$ cat src/rtl/flc_pkg.sv
package flc_pkg;

    typedef enum logic [2:0] {
        S_IDLE,
        S_LATCHED,
        S_CMDED,
        S_BUSY,
        S_SCAN
    } seq_state_t;

    localparam logic [7:0] CMD_PROG       = 8'h20;
    localparam logic [7:0] CMD_BURST      = 8'h25;
    localparam logic [7:0] CMD_PAGE_ERASE = 8'h40;
    localparam logic [7:0] CMD_MASS_ERASE = 8'h41;
    localparam logic [7:0] CMD_BLANK      = 8'h05;

    localparam logic [1:0] SEL_DIV  = 2'd0;
    localparam logic [1:0] SEL_CMD  = 2'd1;
    localparam logic [1:0] SEL_STAT = 2'd2;

    localparam int STAT_GO_BIT  = 7;
    localparam int STAT_ERR_BIT = 5;

    typedef struct packed {
        logic divwr;
        logic latch;
        logic cmd;
        logic launch;
        logic err;
        logic errclr;
    } seq_ev_t;

    function automatic logic cmd_known(input logic [7:0] code);
        return (code == CMD_PROG) || (code == CMD_BURST) ||
               (code == CMD_PAGE_ERASE) || (code == CMD_MASS_ERASE) ||
               (code == CMD_BLANK);
    endfunction

endpackage

$ cat src/rtl/flc_decode.sv
module flc_decode
    import flc_pkg::*;
(
    input  seq_state_t st,
    input  logic       div_set,
    input  logic       err_set,
    input  logic       reg_wr,
    input  logic [1:0] reg_sel,
    input  logic [7:0] reg_wdata,
    input  logic       arr_wr,
    output seq_ev_t    ev
);

    logic pending;
    logic running;

    assign pending = (st == S_LATCHED) || (st == S_CMDED);
    assign running = (st == S_BUSY) || (st == S_SCAN);

    always_comb begin
        ev = '0;
        if (reg_wr) begin
            case (reg_sel)
                SEL_DIV: ev.divwr = 1'b1;
                SEL_CMD: begin
                    if (!err_set) begin
                        if (st != S_LATCHED || !cmd_known(reg_wdata)) ev.err = 1'b1;
                        else                                          ev.cmd = 1'b1;
                    end
                end
                SEL_STAT: begin
                    ev.errclr = reg_wdata[STAT_ERR_BIT];
                    if (!err_set) begin
                        if (reg_wdata[STAT_GO_BIT]) begin
                            if (st == S_CMDED) ev.launch = 1'b1;
                            else if (!running) ev.err    = 1'b1;
                        end else if (pending) begin
                            ev.err = 1'b1;
                        end
                    end
                end
                default: ev = '0;
            endcase
        end else if (arr_wr && !err_set) begin
            if (!div_set || st != S_IDLE) ev.err   = 1'b1;
            else                          ev.latch = 1'b1;
        end
    end

endmodule

$ cat src/rtl/flc_seq.sv
module flc_seq
    import flc_pkg::*;
#(
    parameter int ADDR_W     = 12,
    parameter int OP_CYCLES  = 8,
    parameter int PAGE_BYTES = 512,
    parameter int ROW_BYTES  = 64
) (
    input  logic              clk,
    input  logic              rst_n,
    input  seq_ev_t           ev,
    input  logic [7:0]        cmd_code,
    input  logic [ADDR_W-1:0] arr_addr,
    input  logic [7:0]        arr_wdata,
    input  logic [7:0]        fl_rdata,
    output seq_state_t        st,
    output logic              div_set,
    output logic              err_set,
    output logic              bufempty,
    output logic              done,
    output logic              blank_ok,
    output logic              pump_en,
    output logic [ADDR_W-1:0] fl_addr,
    output logic [7:0]        fl_wdata,
    output logic              prog_stb,
    output logic              erase_stb,
    output logic              erase_all,
    output logic [ADDR_W-1:0] fl_raddr
);

    localparam int OPC_W    = $clog2(OP_CYCLES + 1);
    localparam int CNT_W    = (ADDR_W > OPC_W) ? ADDR_W : OPC_W;
    localparam int PAGE_LSB = $clog2(PAGE_BYTES);
    localparam int ROW_LSB  = $clog2(ROW_BYTES);
    localparam int ROW_W    = ADDR_W - ROW_LSB;
    localparam logic [CNT_W-1:0] LAST_SCAN = CNT_W'((1 << ADDR_W) - 1);
    localparam logic [CNT_W-1:0] OP_LOAD   = CNT_W'(OP_CYCLES - 1);

    typedef struct packed {
        seq_state_t        st;
        logic [ADDR_W-1:0] addr;
        logic [7:0]        data;
        logic [7:0]        cmd;
        logic [CNT_W-1:0]  cnt;
        logic              div_set;
        logic              err;
        logic              done;
        logic              blank_ok;
        logic              blank_fail;
        logic              hold;
        logic [ROW_W-1:0]  row;
        logic              prog_stb;
        logic              erase_stb;
        logic              erase_all;
    } seq_reg_t;

    seq_reg_t seq_d, seq_q;
    logic     is_erase;
    logic     byte_blank;

    assign is_erase   = (seq_q.cmd == CMD_PAGE_ERASE) || (seq_q.cmd == CMD_MASS_ERASE);
    assign byte_blank = (fl_rdata == 8'hFF);

    always_comb begin
        seq_d           = seq_q;
        seq_d.prog_stb  = 1'b0;
        seq_d.erase_stb = 1'b0;

        case (seq_q.st)
            S_BUSY: begin
                if (seq_q.cnt == '0) begin
                    seq_d.st   = S_IDLE;
                    seq_d.done = 1'b1;
                    if (seq_q.cmd == CMD_BURST) begin
                        seq_d.hold = 1'b1;
                        seq_d.row  = seq_q.addr[ADDR_W-1:ROW_LSB];
                    end
                end else begin
                    seq_d.cnt = seq_q.cnt - 1'b1;
                end
            end
            S_SCAN: begin
                if (!byte_blank) seq_d.blank_fail = 1'b1;
                if (seq_q.cnt == LAST_SCAN) begin
                    seq_d.st       = S_IDLE;
                    seq_d.done     = 1'b1;
                    seq_d.blank_ok = !(seq_q.blank_fail || !byte_blank);
                end else begin
                    seq_d.cnt = seq_q.cnt + 1'b1;
                end
            end
            default: ;
        endcase

        if (ev.divwr)  seq_d.div_set = 1'b1;
        if (ev.errclr) seq_d.err     = 1'b0;

        if (ev.err) begin
            seq_d.err  = 1'b1;
            seq_d.hold = 1'b0;
            if (seq_q.st == S_LATCHED || seq_q.st == S_CMDED) seq_d.st = S_IDLE;
        end

        if (ev.latch) begin
            seq_d.st   = S_LATCHED;
            seq_d.addr = arr_addr;
            seq_d.data = arr_wdata;
            if (arr_addr[ADDR_W-1:ROW_LSB] != seq_q.row) seq_d.hold = 1'b0;
        end

        if (ev.cmd) begin
            seq_d.st  = S_CMDED;
            seq_d.cmd = cmd_code;
            if (cmd_code != CMD_BURST) seq_d.hold = 1'b0;
        end

        if (ev.launch) begin
            seq_d.done = 1'b0;
            if (seq_q.cmd == CMD_BLANK) begin
                seq_d.st         = S_SCAN;
                seq_d.cnt        = '0;
                seq_d.blank_fail = 1'b0;
                seq_d.blank_ok   = 1'b0;
            end else begin
                seq_d.st        = S_BUSY;
                seq_d.cnt       = OP_LOAD;
                seq_d.prog_stb  = (seq_q.cmd == CMD_PROG) || (seq_q.cmd == CMD_BURST);
                seq_d.erase_stb = is_erase;
                seq_d.erase_all = (seq_q.cmd == CMD_MASS_ERASE);
            end
        end
    end

    always_ff @(posedge clk or negedge rst_n) begin
        if (!rst_n) begin
            seq_q      <= '0;
            seq_q.st   <= S_IDLE;
            seq_q.done <= 1'b1;
        end else begin
            seq_q <= seq_d;
        end
    end

    assign st        = seq_q.st;
    assign div_set   = seq_q.div_set;
    assign err_set   = seq_q.err;
    assign bufempty  = (seq_q.st != S_BUSY) && (seq_q.st != S_SCAN);
    assign done      = seq_q.done;
    assign blank_ok  = seq_q.blank_ok;
    assign pump_en   = (seq_q.st == S_BUSY) || seq_q.hold;
    assign fl_addr   = is_erase ? {seq_q.addr[ADDR_W-1:PAGE_LSB], {PAGE_LSB{1'b0}}} : seq_q.addr;
    assign fl_wdata  = seq_q.data;
    assign prog_stb  = seq_q.prog_stb;
    assign erase_stb = seq_q.erase_stb;
    assign erase_all = seq_q.erase_all;
    assign fl_raddr  = seq_q.cnt[ADDR_W-1:0];

    // strobes only while an erase/program operation runs, never two at once
    a_r3_strobe_in_busy: assert property (@(posedge clk) disable iff (!rst_n)
        (seq_q.prog_stb || seq_q.erase_stb) |-> seq_q.st == S_BUSY);
    a_r3_one_strobe: assert property (@(posedge clk) disable iff (!rst_n)
        $onehot0({seq_q.prog_stb, seq_q.erase_stb}));
    // done rises only as a running operation ends
    a_r2_done_from_run: assert property (@(posedge clk) disable iff (!rst_n)
        $rose(seq_q.done) |-> ($past(seq_q.st) == S_BUSY || $past(seq_q.st) == S_SCAN));
    // a trapped step leaves no pending sequence
    a_r8_err_discards: assert property (@(posedge clk) disable iff (!rst_n)
        $rose(seq_q.err) |-> (seq_q.st != S_LATCHED && seq_q.st != S_CMDED));
    // pump hold comes only from a completed burst byte
    a_r11_hold_from_burst: assert property (@(posedge clk) disable iff (!rst_n)
        $rose(seq_q.hold) |-> ($past(seq_q.cmd) == CMD_BURST && $past(seq_q.st) == S_BUSY));
    // while the error flag is set no new operation starts
    a_r10_no_start_in_err: assert property (@(posedge clk) disable iff (!rst_n)
        ($past(seq_q.err) && $past(seq_q.st) == S_IDLE) |-> seq_q.st != S_BUSY);

endmodule

$ cat src/rtl/flash_cmd_seq.sv
module flash_cmd_seq
    import flc_pkg::*;
#(
    parameter int ADDR_W     = 12,
    parameter int OP_CYCLES  = 8,
    parameter int PAGE_BYTES = 512,
    parameter int ROW_BYTES  = 64
) (
    input  logic              clk,
    input  logic              rst_n,
    input  logic              reg_wr,
    input  logic [1:0]        reg_sel,
    input  logic [7:0]        reg_wdata,
    input  logic              arr_wr,
    input  logic [ADDR_W-1:0] arr_addr,
    input  logic [7:0]        arr_wdata,
    input  logic [7:0]        fl_rdata,
    output logic              stat_bufempty,
    output logic              stat_done,
    output logic              stat_accerr,
    output logic              stat_blank_ok,
    output logic [ADDR_W-1:0] fl_addr,
    output logic [7:0]        fl_wdata,
    output logic              fl_prog_stb,
    output logic              fl_erase_stb,
    output logic              fl_erase_all,
    output logic [ADDR_W-1:0] fl_raddr,
    output logic              fl_pump_en
);

    seq_state_t st;
    seq_ev_t    ev;
    logic       div_set;

    flc_decode u_decode (
        .st        (st),
        .div_set   (div_set),
        .err_set   (stat_accerr),
        .reg_wr    (reg_wr),
        .reg_sel   (reg_sel),
        .reg_wdata (reg_wdata),
        .arr_wr    (arr_wr),
        .ev        (ev)
    );

    flc_seq #(
        .ADDR_W     (ADDR_W),
        .OP_CYCLES  (OP_CYCLES),
        .PAGE_BYTES (PAGE_BYTES),
        .ROW_BYTES  (ROW_BYTES)
    ) u_seq (
        .clk       (clk),
        .rst_n     (rst_n),
        .ev        (ev),
        .cmd_code  (reg_wdata),
        .arr_addr  (arr_addr),
        .arr_wdata (arr_wdata),
        .fl_rdata  (fl_rdata),
        .st        (st),
        .div_set   (div_set),
        .err_set   (stat_accerr),
        .bufempty  (stat_bufempty),
        .done      (stat_done),
        .blank_ok  (stat_blank_ok),
        .pump_en   (fl_pump_en),
        .fl_addr   (fl_addr),
        .fl_wdata  (fl_wdata),
        .prog_stb  (fl_prog_stb),
        .erase_stb (fl_erase_stb),
        .erase_all (fl_erase_all),
        .fl_raddr  (fl_raddr)
    );

    // an accepted array write requires a configured divider
    a_r6_latch_needs_div: assert property (@(posedge clk) disable iff (!rst_n)
        (st == S_IDLE && !div_set && !stat_accerr && arr_wr && !reg_wr) |=> stat_accerr);

endmodule

$ cat config.mk
export PLATFORM = sky130hd
export DESIGN_NAME = flash_cmd_seq
export DESIGN_NICKNAME = d
export VERILOG_FILES = /design/src/rtl/flc_pkg.sv /design/src/rtl/flc_decode.sv /design/src/rtl/flc_seq.sv /design/src/rtl/flash_cmd_seq.sv
export SDC_FILE = /design/constraint.sdc
export NUM_CORES = 1
export LEC_CHECK = 0
export ABC_AREA = 1
export ABC_CLOCK_PERIOD_IN_PS = 2890
export BUFFER_PORTS_ARGS = -buffer_cell sky130_fd_sc_hd__buf_2
export CAP_MARGIN = 20
export CORE_UTILIZATION = 45
export CTS_CLUSTER_DIAMETER = 50
export DETAILED_ROUTE_END_ITERATION = 8
export HOLD_SLACK_MARGIN = 0.08
export PLACE_DENSITY = 0.68
export SYNTH_ARGS = -nofsm -noshare
export SYNTH_HDL_FRONTEND = slang
export SYNTH_SLANG_ARGS = --single-unit
$ cat constraint.sdc
create_clock -name clk -period 2.89 [get_ports clk]
set_input_delay 0.289 -clock clk [delete_from_list [all_inputs] [get_ports clk]]
set_output_delay 0.289 -clock clk [all_outputs]
set_load 0.01 [all_outputs]
==> results.md, run 1 <==
* Routability congestion estimate at 0.864
* Clk pin slew, worst setup/hold paths at roughly 70 ps
* Share of the synthesized area in the top cell type at between 40% and 50%
* Nets at 578
* Met2 Usage GRT at 31.1%
* Row Count at 31
* Post-synth top cells: nand2_1, inv_1, dfrtp_1, nor2_1, o21ai_0
* I/O pin cnt at just over 80
* F_max at 432 MHz
* Post-CTS Setup Repair Bufs at 0
* Hold Fails Final Rpt at 0
* TritonCTS buffer count at 9
* Crit path launch type: register
* Unique masters post-synth at 38
* Fin area at 4020 µm²
* Worst-Skew Late Latency at roughly 330 ps
* Peak supply drop at 0.364 mV
* GR peak layer: met2
* Skew final at 8.69 ps
* Reg2reg start: u_seq.st[1]
* Gr usage total at about a fifth
* DIE AREA at between 8000 and 9000 µm²
* Global-route wire length before repair at 12,700 µm
* Core Footprint at approximately 7400 µm²
* Routed vias at 3,026
* Initial antenna violation count at 0
* Worst Hold Class: input pin to async pin
* Post-layout minimum cycle time at 2310 ps
* Synthesis Warnings at 0
* M3 GR Usage at under 10%
* Crit path DAT at 2530 ps
* Number of hold buffers added after CTS at 0
* Asr flop ratio synth at 100%
* Post-DP Area at between 3000 and 4000 µm²
* HPWL Detailed at approximately 5700 µm
* Worst Setup SP: u_seq.st[1]
* Smallest hold slack at around 110 ps
* Crit. End Element: register
* CTS resizes at 0
* Status: finished, final reports clean
* Syn_nets at approximately 510
* RSZ-0062 raised after global routing: false
* Final setup vio count at 0
* Slew @ Worst Pin at 745 ps
* Max clock buf depth at 2
* Netlist Area Pre-Place at around 3500 µm²
* Largest area contributor in the netlist: dfrtp_1
* CP required at a little over 3000 ps
* M1 GR Usage at 25.8%
* Vias/cell at roughly 4.8
* Syn Area/Cell at 7.59 µm²
* 1st-iter DRT viols at between 100 and 150
* DRC viols at 0
* Initial Utilization at between 40% and 50%
* Die Height at 89.8 µm
* Post-route ant nets at 0
* Post-synth top flop: dfrtp_1
* Lkg Pwr at 2.21 nW
* Final period util at about four fifths
* Critical path class: register to register
* Die Width at around 90 µm
* Drt wl/cell at 12.1 µm
* Slew Viols, Final at 0
* CP max FO at 7
* Most frequent cell after synthesis: nand2_1
* Register area share after synthesis at a little over two fifths
* Area Growth Syn to Fin at 15.8%
* Diode count at 0
* Placed insts at between 600 and 700
* Number of enable flip-flop cells after synthesis at 0
* Yosys reg bits at 58
* # clock sinks at between 50 and 60
* GR Overflow Total at 0
* Share of post-route cells with drive strength above 1 at about 21%
* Setup_tns at 0 ps
* Largest net degree at the start of global routing at ~60
* Max Cap Violations at 0
* CTS H-Tree Depth at 3
* Top cells by area, synth: dfrtp_1, nand2_1, inv_1, buf_4, o21ai_0
* Post-Synthesis Cells at 457
* Slew HR at 50.3%
* Non-filler cells, final at 626
* Count of input and output buffers at between 80 and 90
* CTS tree: done
* Vias in the first global route at 2,827
* P per Cell Area at 683 nW/µm²
* Final Util at 54.5%
* First drt pass iteration count at 4
* Root buffer cell: clkbuf_8
* Final wirelength at approximately 7600 µm
[layout make-up]
class	instances	area [µm²]
Clock buffer	11	141
Clock inverter	5	53.8
Multi-Input combinational cell	300	1560
Tap cell	99	124
Sequential cell	58	1450
Timing Repair Buffer	84	428
Fill cell	728	3350
Inverter	69	259
[layer usage]
metal	vias to the layer above	share of wire (%)
li1	1554	-
met1	1370	48
met2	92	45
met3	10	5.8
met4	0	1.4
met5	-	0
[per-stage QoR]
step           setup slack [ps]  power [W]
5_1_grt                     345    0.00294
6_report                    577    0.00274
3_3_place_gp                737    0.00199
2_1_floorplan               693    0.00182
4_1_cts                     589    0.00277
3_5_place_dp                600    0.00201
[critical path, cell delays in order (launching register included)]
cell and delay (ps):
dfrtp_1 410, nor2_1 170, nand2_1 200, ha_1 440
nand2_1 90, nor3_1 170, nor2_1 90, o21ai_0 280
nand2_1 120, nand2_1 70, nand2_1 50, nand3_1 70
nand2_1 60
[state kept, by name, summed over array words and instances, names as in the netlist]
name	count
u_seq.fl_wdata	8
u_seq.erase_all	1
u_seq.blank_ok	1
u_seq.erase_stb	1
u_seq.seq_q	28
u_seq.div_set	1
u_seq.err_set	1
u_seq.prog_stb	1
u_seq.fl_raddr	12
u_seq.done	1
u_seq.st	3
[logic make-up (layout without fill, tap and decap cells)]
kind of cell / count (synthesis) / after routing / synth area share (%)
compound gates: 60 / 60 / 9.45
xor+xnor: 13 / 13 / 3.28
flops: 58 / 58 / 41.9
mux: 2 / 2 / 0.649
simple gates: 211 / 211 / 26.0
buf+inv: 99 / 169 / 13.5
fa+ha+maj: 14 / 14 / 5.26
[cell usage in the layout (no fill, tap or decap), drive strengths merged, types with 2 or more instances in the layout]
cell	netlist	layout
nand3	18	18
xor2	7	7
nand4	8	8
nand2	126	126
buf	26	84
clkinv	0	4
dfrtp	57	57
mux2	2	2
clkbuf	4	11
a21oi	13	13
nor3	8	8
xnor2	6	6
inv	69	69
ha	13	13
nor4	5	5
o21ai	40	40
nor2	44	44
[where the power goes]
group	total [W]	leakage, nW	internal, W	switching [W]
Sequential	0.00105	0.704	0.000921	0.000126
Clock	0.000744	0.103	0.000419	0.000326
Combinational	0.000952	1.41	0.000387	0.000565
Total	0.00274	2.21	0.00173	0.00102
[final timing paths]
kind,endpoint,slack [ps],depth (start not counted)
min in group clk,u_seq.fl_wdata[2],150,3
hold / removal,u_seq.seq_q[30],110,2
max in group asynchronous,u_seq.fl_raddr[11],2290,2
setup / recovery,u_seq.fl_raddr[9],580,12
setup reg to reg,u_seq.fl_raddr[9],580,12
hold reg to reg,u_seq.div_set,470,1
Note: power is estimated with default switching activity, not from simulation.
==> inputs of run 2 (changes only) <==
ABC_CLOCK_PERIOD_IN_PS = 2300   (was 2890)
clock period = 2.3 ns   (was 2.89 ns; I/O delays follow)
==> results.md, run 2 (synthesis results as in run 1) <==
* Final setup vio count at 0 (unchanged)
* Crit. End Element: register (unchanged)
* CTS H-Tree Depth at 3 (unchanged)
* First drt pass iteration count at 4 (unchanged)
* Initial Utilization at 47.1% (unchanged)
* CP required at 2530 ps (was 3110 ps)
* Routed vias at 3,070 (was 3,026)
* Smallest hold slack at 94.6 ps (was 105 ps)
* Core Footprint at 7370 µm² (unchanged)
* Fin worst setup slack at 122 ps (was 577 ps)
* DRC viols at 0 (unchanged)
* Area Growth Syn to Fin at 19.0% (was 15.8%)
* P per Cell Area at 841 nW/µm² (was 683 nW/µm²)
* Die Height at 89.8 µm (unchanged)
* Area of the multi-input gates at 1570 µm² (was 1560 µm²)
* Nets at 590 (was 578)
* Sequential cell area at 1450 µm² (unchanged)
* Pre-CTS WS at 85.1 ps (was 600 ps)
* GR Overflow Total at 0 (unchanged)
* Worst Hold Class: input pin to register (was input pin to async pin)
* Die Width at 89.8 µm (unchanged)
* Power, Total at 0.00347 W (was 0.00274 W)
* Max clock buf depth at 2 (unchanged)
* Routability congestion estimate at 0.882 (was 0.864)
* Peak supply drop at 0.380 mV (was 0.364 mV)
* Status: finished, final reports clean (unchanged)
* Share of post-route cells with drive strength above 1 at 22.5% (was 21.4%)
* Biggest register: u_seq.seq_q (unchanged)
* DIE AREA at 8070 µm² (unchanged)
* Slew @ Worst Pin at 614 ps (was 745 ps)
* Crit path launch type: register (unchanged)
* Crit path DAT at 2400 ps (was 2530 ps)
* Fillers at 725 (was 728)
* # clock sinks at 58 (unchanged)
* Largest net degree at the start of global routing at 32 (was 59)
* HPWL Detailed at 5900 µm (was 5680 µm)
* Clk pin slew, worst setup/hold paths at 70 ps (about the same)
* Largest register FFs at 28 (unchanged)
* 1st-iter DRT viols at 194 (was 123)
* Final wirelength at 7870 µm (was 7600 µm)
* Slew HR at 58.7% (was 50.3%)
* Critical path class: register to register (unchanged)
* Hold Fails Final Rpt at 0 (unchanged)
* Setup_tns at 0 ps (unchanged)
* Row Count at 31 (unchanged)
* Vias/cell at 4.82 (was 4.83)
* Most frequent cells in the layout: nand2_1, buf_2, inv_1, dfrtp_1, nor2_1 (unchanged)
* Max Cap Violations at 0 (unchanged)
* Vias in the first global route at 2,890 (was 2,827)
* TritonCTS buffer count at 9 (unchanged)
* Skew final at 10.2 ps (was 8.69 ps)
* Global-route wire length before repair at 13,400 µm (was 12,700 µm)
* CP max FO at 10 (was 7)
* Count of input and output buffers at 81 (unchanged)
* Worst-Skew Late Latency at 350 ps (was 330 ps)
* Post-route ant nets at 0 (unchanged)
* RSZ-0062 raised after global routing: true (was false)
* Lkg Pwr at 2.26 nW (was 2.21 nW)
* Root buffer cell: clkbuf_8 (unchanged)
* Initial antenna violation count at 0 (unchanged)
* CTS tree: done (unchanged)
* Diode count at 0 (unchanged)
* I/O pin cnt at 82 (unchanged)
* F_max at 459 MHz (was 432 MHz)
* Commonest non-fill, non-tap cell in the layout: nand2_1 (unchanged)
* Drt wl/cell at 12.4 µm (was 12.1 µm)
* Gr usage total at 20.9% (was 19.6%)
* Slew Viols, Final at 0 (unchanged)
* Post-layout minimum cycle time at 2180 ps (was 2310 ps)
* Final period util at 94.7% (was 80.0%)
-- run 2: what timing repair did --
item / 4_1_cts / 5_1_grt
endpoints found under the setup margin: 0 / 4
setup buffers: 0 / 0
hold buffers: 8 / 0
resized for setup: 0 / 6
hold endpoints to repair: 25 / 0
-- run 2: path summary, 6_finish.rpt --
path                            slack [ps]  depth (start not counted)                 end         startpoint
max in group asynchronous             1260                          3          u_seq.done              rst_n
worst max register to register         120                         11  u_seq.fl_raddr[10]        u_seq.st[1]
min in group asynchronous              370                          2     u_seq.seq_q[34]              rst_n
worst min register to register         470                          2   u_seq.fl_wdata[0]  u_seq.fl_wdata[0]
worst min-delay path                    90                          3     u_seq.seq_q[44]        arr_addr[1]
worst max-delay path                   120                         11  u_seq.fl_raddr[10]        u_seq.st[1]
-- run 2: area by class of cell --
| type | instances | share of cell area (%) |
|---|---|---|
| multi-input combinational | 300 | 38.1 |
| timing repair buffer | 96 | 13.0 |
| inverter | 69 | 6.27 |
| sequential | 58 | 35.2 |
| clock inverter | 6 | 1.42 |
| tap | 99 | 3.00 |
| clock buffer | 9 | 3.00 |
-- run 2: critical path: stages, from the launching register on --
cell	delay, ps
dfrtp_1	420
nor2_2	150
nand2_2	110
buf_4	200
ha_1	360
inv_1	80
nor3_1	280
nand3_1	120
nand4_1	140
nand2_1	60
nand2_1	60
o21ai_0	70
-- run 2: report_power, final --
part | total [W] | switching [W] | internal (W) | leakage (nW)
combinational | 0.00125 | 0.000729 | 0.000517 | 1.46
sequential | 0.00132 | 0.000167 | 0.00116 | 0.704
clock | 0.000900 | 0.000413 | 0.000487 | 0.0986
total | 0.00347 | 0.00131 | 0.00216 | 2.26
-- run 2: layer usage --
layer  vias to the layer above  global-route usage, %  wire (µm)
met2                        75                   33.5       3620
met3                        10                   4.74        325
met5                         -                      0          0
met1                      1404                   27.4       3810
met4                         0                   8.06        120
li1                       1581                      -          -
-- run 2: metrics by stage --
step,utilization [%],instances,instance area [µm²]
finish,56.0,637,4130
global route,56.0,637,4130
CTS,55.8,637,4120
detailed placement,52.3,614,3850
global placement,52.3,614,3850
floorplan,-,457,3470
==> inputs of run 3 (changes only) <==
==> constraint.sdc (replaced) <==
create_clock -name clk -period 2.3 [get_ports clk]
set_input_delay 0.23 -clock clk [delete_from_list [all_inputs] [get_ports clk]]
set_output_delay 0.23 -clock clk [all_outputs]
set_load 0.05 [all_outputs]
==> results.md, run 3 (synthesis results as in run 1) <==
* Status: finished, final reports clean (unchanged)
* P per Cell Area at 938 nW/µm² (was 841 nW/µm²)
* R2R cell count at 11 (unchanged)
* Post-route ant nets at 0 (unchanged)
* Min-delay src: arr_addr[1] (unchanged)
* Reg2reg start: u_seq.st[1] (unchanged)
* # clock sinks at 58 (unchanged)
* Die Width at 89.8 µm (unchanged)
* M1 GR Usage at 27.4% (unchanged)
* Crit. End Element: register (unchanged)
* Diode count at 0 (unchanged)
* CTS H-Tree Depth at 3 (unchanged)
* Area Growth Syn to Fin at 19.1% (was 19.0%)
* GR Overflow Total at 0 (unchanged)
* Nets at 590 (unchanged)
* Reg-to-reg critical path endpoint: u_seq.fl_raddr[10] (unchanged)
* Slowest cell on crit path: dfrtp_1 (unchanged)
* Sequential cell area at 1450 µm² (unchanged)
* Power, Total at 0.00388 W (was 0.00347 W)
* Global-route wire length before repair at 13,400 µm (unchanged)
* Critical-path cell list: nor2_2 > nand2_2 > buf_4 > ha_1 > inv_1 > nor3_1 > nand3_1 > nand4_1 > nand2_1 > nand2_1 > o21ai_0 (unchanged)
* Final wirelength at 7870 µm (about the same)
* Switching Share at 44.2% (was 37.7%)
* CTS tree: done (unchanged)
* Root buffer cell: clkbuf_8 (unchanged)
* Most frequent cells in the layout: nand2_1, buf_2, inv_1, dfrtp_1, nor2_1 (unchanged)
* I/O pin cnt at 82 (unchanged)
* Largest register FFs at 28 (unchanged)
* Skew final at 9.96 ps (was 10.2 ps)
* Cell Int Power at 0.00216 W (about the same)
* CP max FO at 10 (unchanged)
* Lkg Pwr at 2.26 nW (about the same)
* Crit path top cell by count: nand2_1 (unchanged)
* Logic gate share of total power at 42.6% (was 35.9%)
* Drt wl/cell at 12.4 µm (about the same)
* Crit path DAT at 2400 ps (about the same)
* Post-CTS Setup Repair Bufs at 0 (unchanged)
* TritonCTS buffer count at 9 (unchanged)
* Clk pin slew, worst setup/hold paths at 70 ps (about the same)
* HPWL Detailed at 5900 µm (unchanged)
* 1st-iter DRT viols at 158 (was 194)
* Net Switching at 0.00172 W (was 0.00131 W)
* R2R Setup Slk at 130 ps (was 120 ps)
* DIE AREA at 8070 µm² (unchanged)
* DRC viols at 0 (unchanged)
* Initial Utilization at 47.1% (unchanged)
* Biggest register: u_seq.seq_q (unchanged)
* Worst-Skew Late Latency at 350 ps (about the same)
* Routed vias at 3,074 (was 3,070)
* Slowest cell delay on critical path at 420 ps (about the same)
* Core Footprint at 7370 µm² (unchanged)
* Row Count at 31 (unchanged)
* Count of input and output buffers at 81 (unchanged)
* Seq pwr share at 34.1% (was 38.2%)
* Largest net degree at the start of global routing at 32 (unchanged)
* Routability congestion estimate at 0.882 (unchanged)
* Final setup vio count at 0 (unchanged)
* Final Util at 56.1% (was 56.0%)
* Slew @ Worst Pin at 612 ps (was 614 ps)
* WHS Endpoint: u_seq.seq_q[44] (unchanged)
* Crit path launch type: register (unchanged)
* Met2 Usage GRT at 33.5% (unchanged)
* Hold path depth at 3 (unchanged)
* Final period util at 94.5% (was 94.7%)
* F_max at 460 MHz (was 459 MHz)
* Critical path class: register to register (unchanged)
* Initial antenna violation count at 0 (unchanged)
* Smallest hold slack at 94.9 ps (was 94.6 ps)
* Vias/cell at 4.83 (was 4.82)
* Max Cap Violations at 0 (unchanged)
* Peak supply drop at 0.604 mV (was 0.380 mV)
* Worst Hold Class: input pin to register (unchanged)
* Commonest non-fill, non-tap cell in the layout: nand2_1 (unchanged)
* CP required at 2530 ps (about the same)
* M3 GR Usage at 4.74% (unchanged)
* Area of the multi-input gates at 1580 µm² (was 1570 µm²)
* Clock network power share at 23.2% (was 25.9%)
* Hold Fails Final Rpt at 0 (unchanged)
* Max clock buf depth at 2 (unchanged)
* Vias in the first global route at 2,890 (unchanged)
* Slew Viols, Final at 0 (unchanged)
* Share of post-route cells with drive strength above 1 at 22.5% (unchanged)
* RSZ-0062 raised after global routing: true (unchanged)
* GR peak layer: met2 (unchanged)
* Post-layout minimum cycle time at 2170 ps (was 2180 ps)
* Die Height at 89.8 µm (unchanged)
* Gr usage total at 20.9% (unchanged)
* Fillers at 724 (was 725)
* Slew HR at 58.8% (was 58.7%)
* First drt pass iteration count at 4 (unchanged)
## run 3: cell counts in the layout (fill, tap and decap cells not counted)
No cell type changed its count.
## run 3: critical path, delay by kind of cell (launching register included)
family | cells | cell delay (ps)
buffers and inverters | 2 | 280
AOI/OAI and AO/OA | 1 | 70
adders and majority gates | 1 | 360
DFF | 1 | 420
and+or+nand+nor | 7 | 920
## run 3: per-stage QoR
step	cells	setup WS (ps)	setup TNS, ps	instance area [µm²]
2_1_floorplan	457	103	0	3470
5_1_grt	637	-23.9	-41.7	4140
6_report	637	127	0	4140
3_5_place_dp	614	85.1	0	3850
4_1_cts	637	59.8	0	4120
3_3_place_gp	614	178	0	3850
## run 3: layer usage
metal	routed length [µm]	vias to the layer above
li1	-	1582
met3	355	10
met5	0	-
met1	3780	1399
met2	3610	83
met4	120	0
## run 3: worst max path at each step
stage / startpoint / to / slack (ps)
2_1_floorplan: u_seq.st[1] / u_seq.fl_raddr[9] / 100
3_3_place_gp: u_seq.st[1] / u_seq.fl_raddr[10] / 180
3_5_place_dp: u_seq.st[1] / u_seq.fl_raddr[9] / 90
4_1_cts: u_seq.st[1] / u_seq.fl_raddr[10] / 60
5_1_grt: u_seq.st[1] / u_seq.fl_raddr[10] / -20
6_report: u_seq.st[1] / u_seq.fl_raddr[10] / 130
## run 3: layout make-up
type / count / area share, %
Multi-Input combinational cell: 300 / 38.2
Timing Repair Buffer: 96 / 13.0
Sequential cell: 58 / 35.1
Inverter: 69 / 6.26
Tap cell: 99 / 3.00
Clock buffer: 9 / 3.00
Clock inverter: 6 / 1.42
## run 3: repair_timing
action | 4_1_cts | 5_1_grt
endpoints found under the hold margin | 25 | 0
hold buffers | 8 | 0
endpoints found under the setup margin | 0 | 7
resized for setup | 0 | 7
## run 3: power by group through the flow
stage	clock network (W)	registers, W	logic [W]
floorplan	0	0.00132	0.00139
global placement	0	0.00134	0.00159
detailed placement	0	0.00134	0.00163
CTS	0.000927	0.00132	0.00164
global route	0.000977	0.00134	0.00182
finish	0.000901	0.00132	0.00165
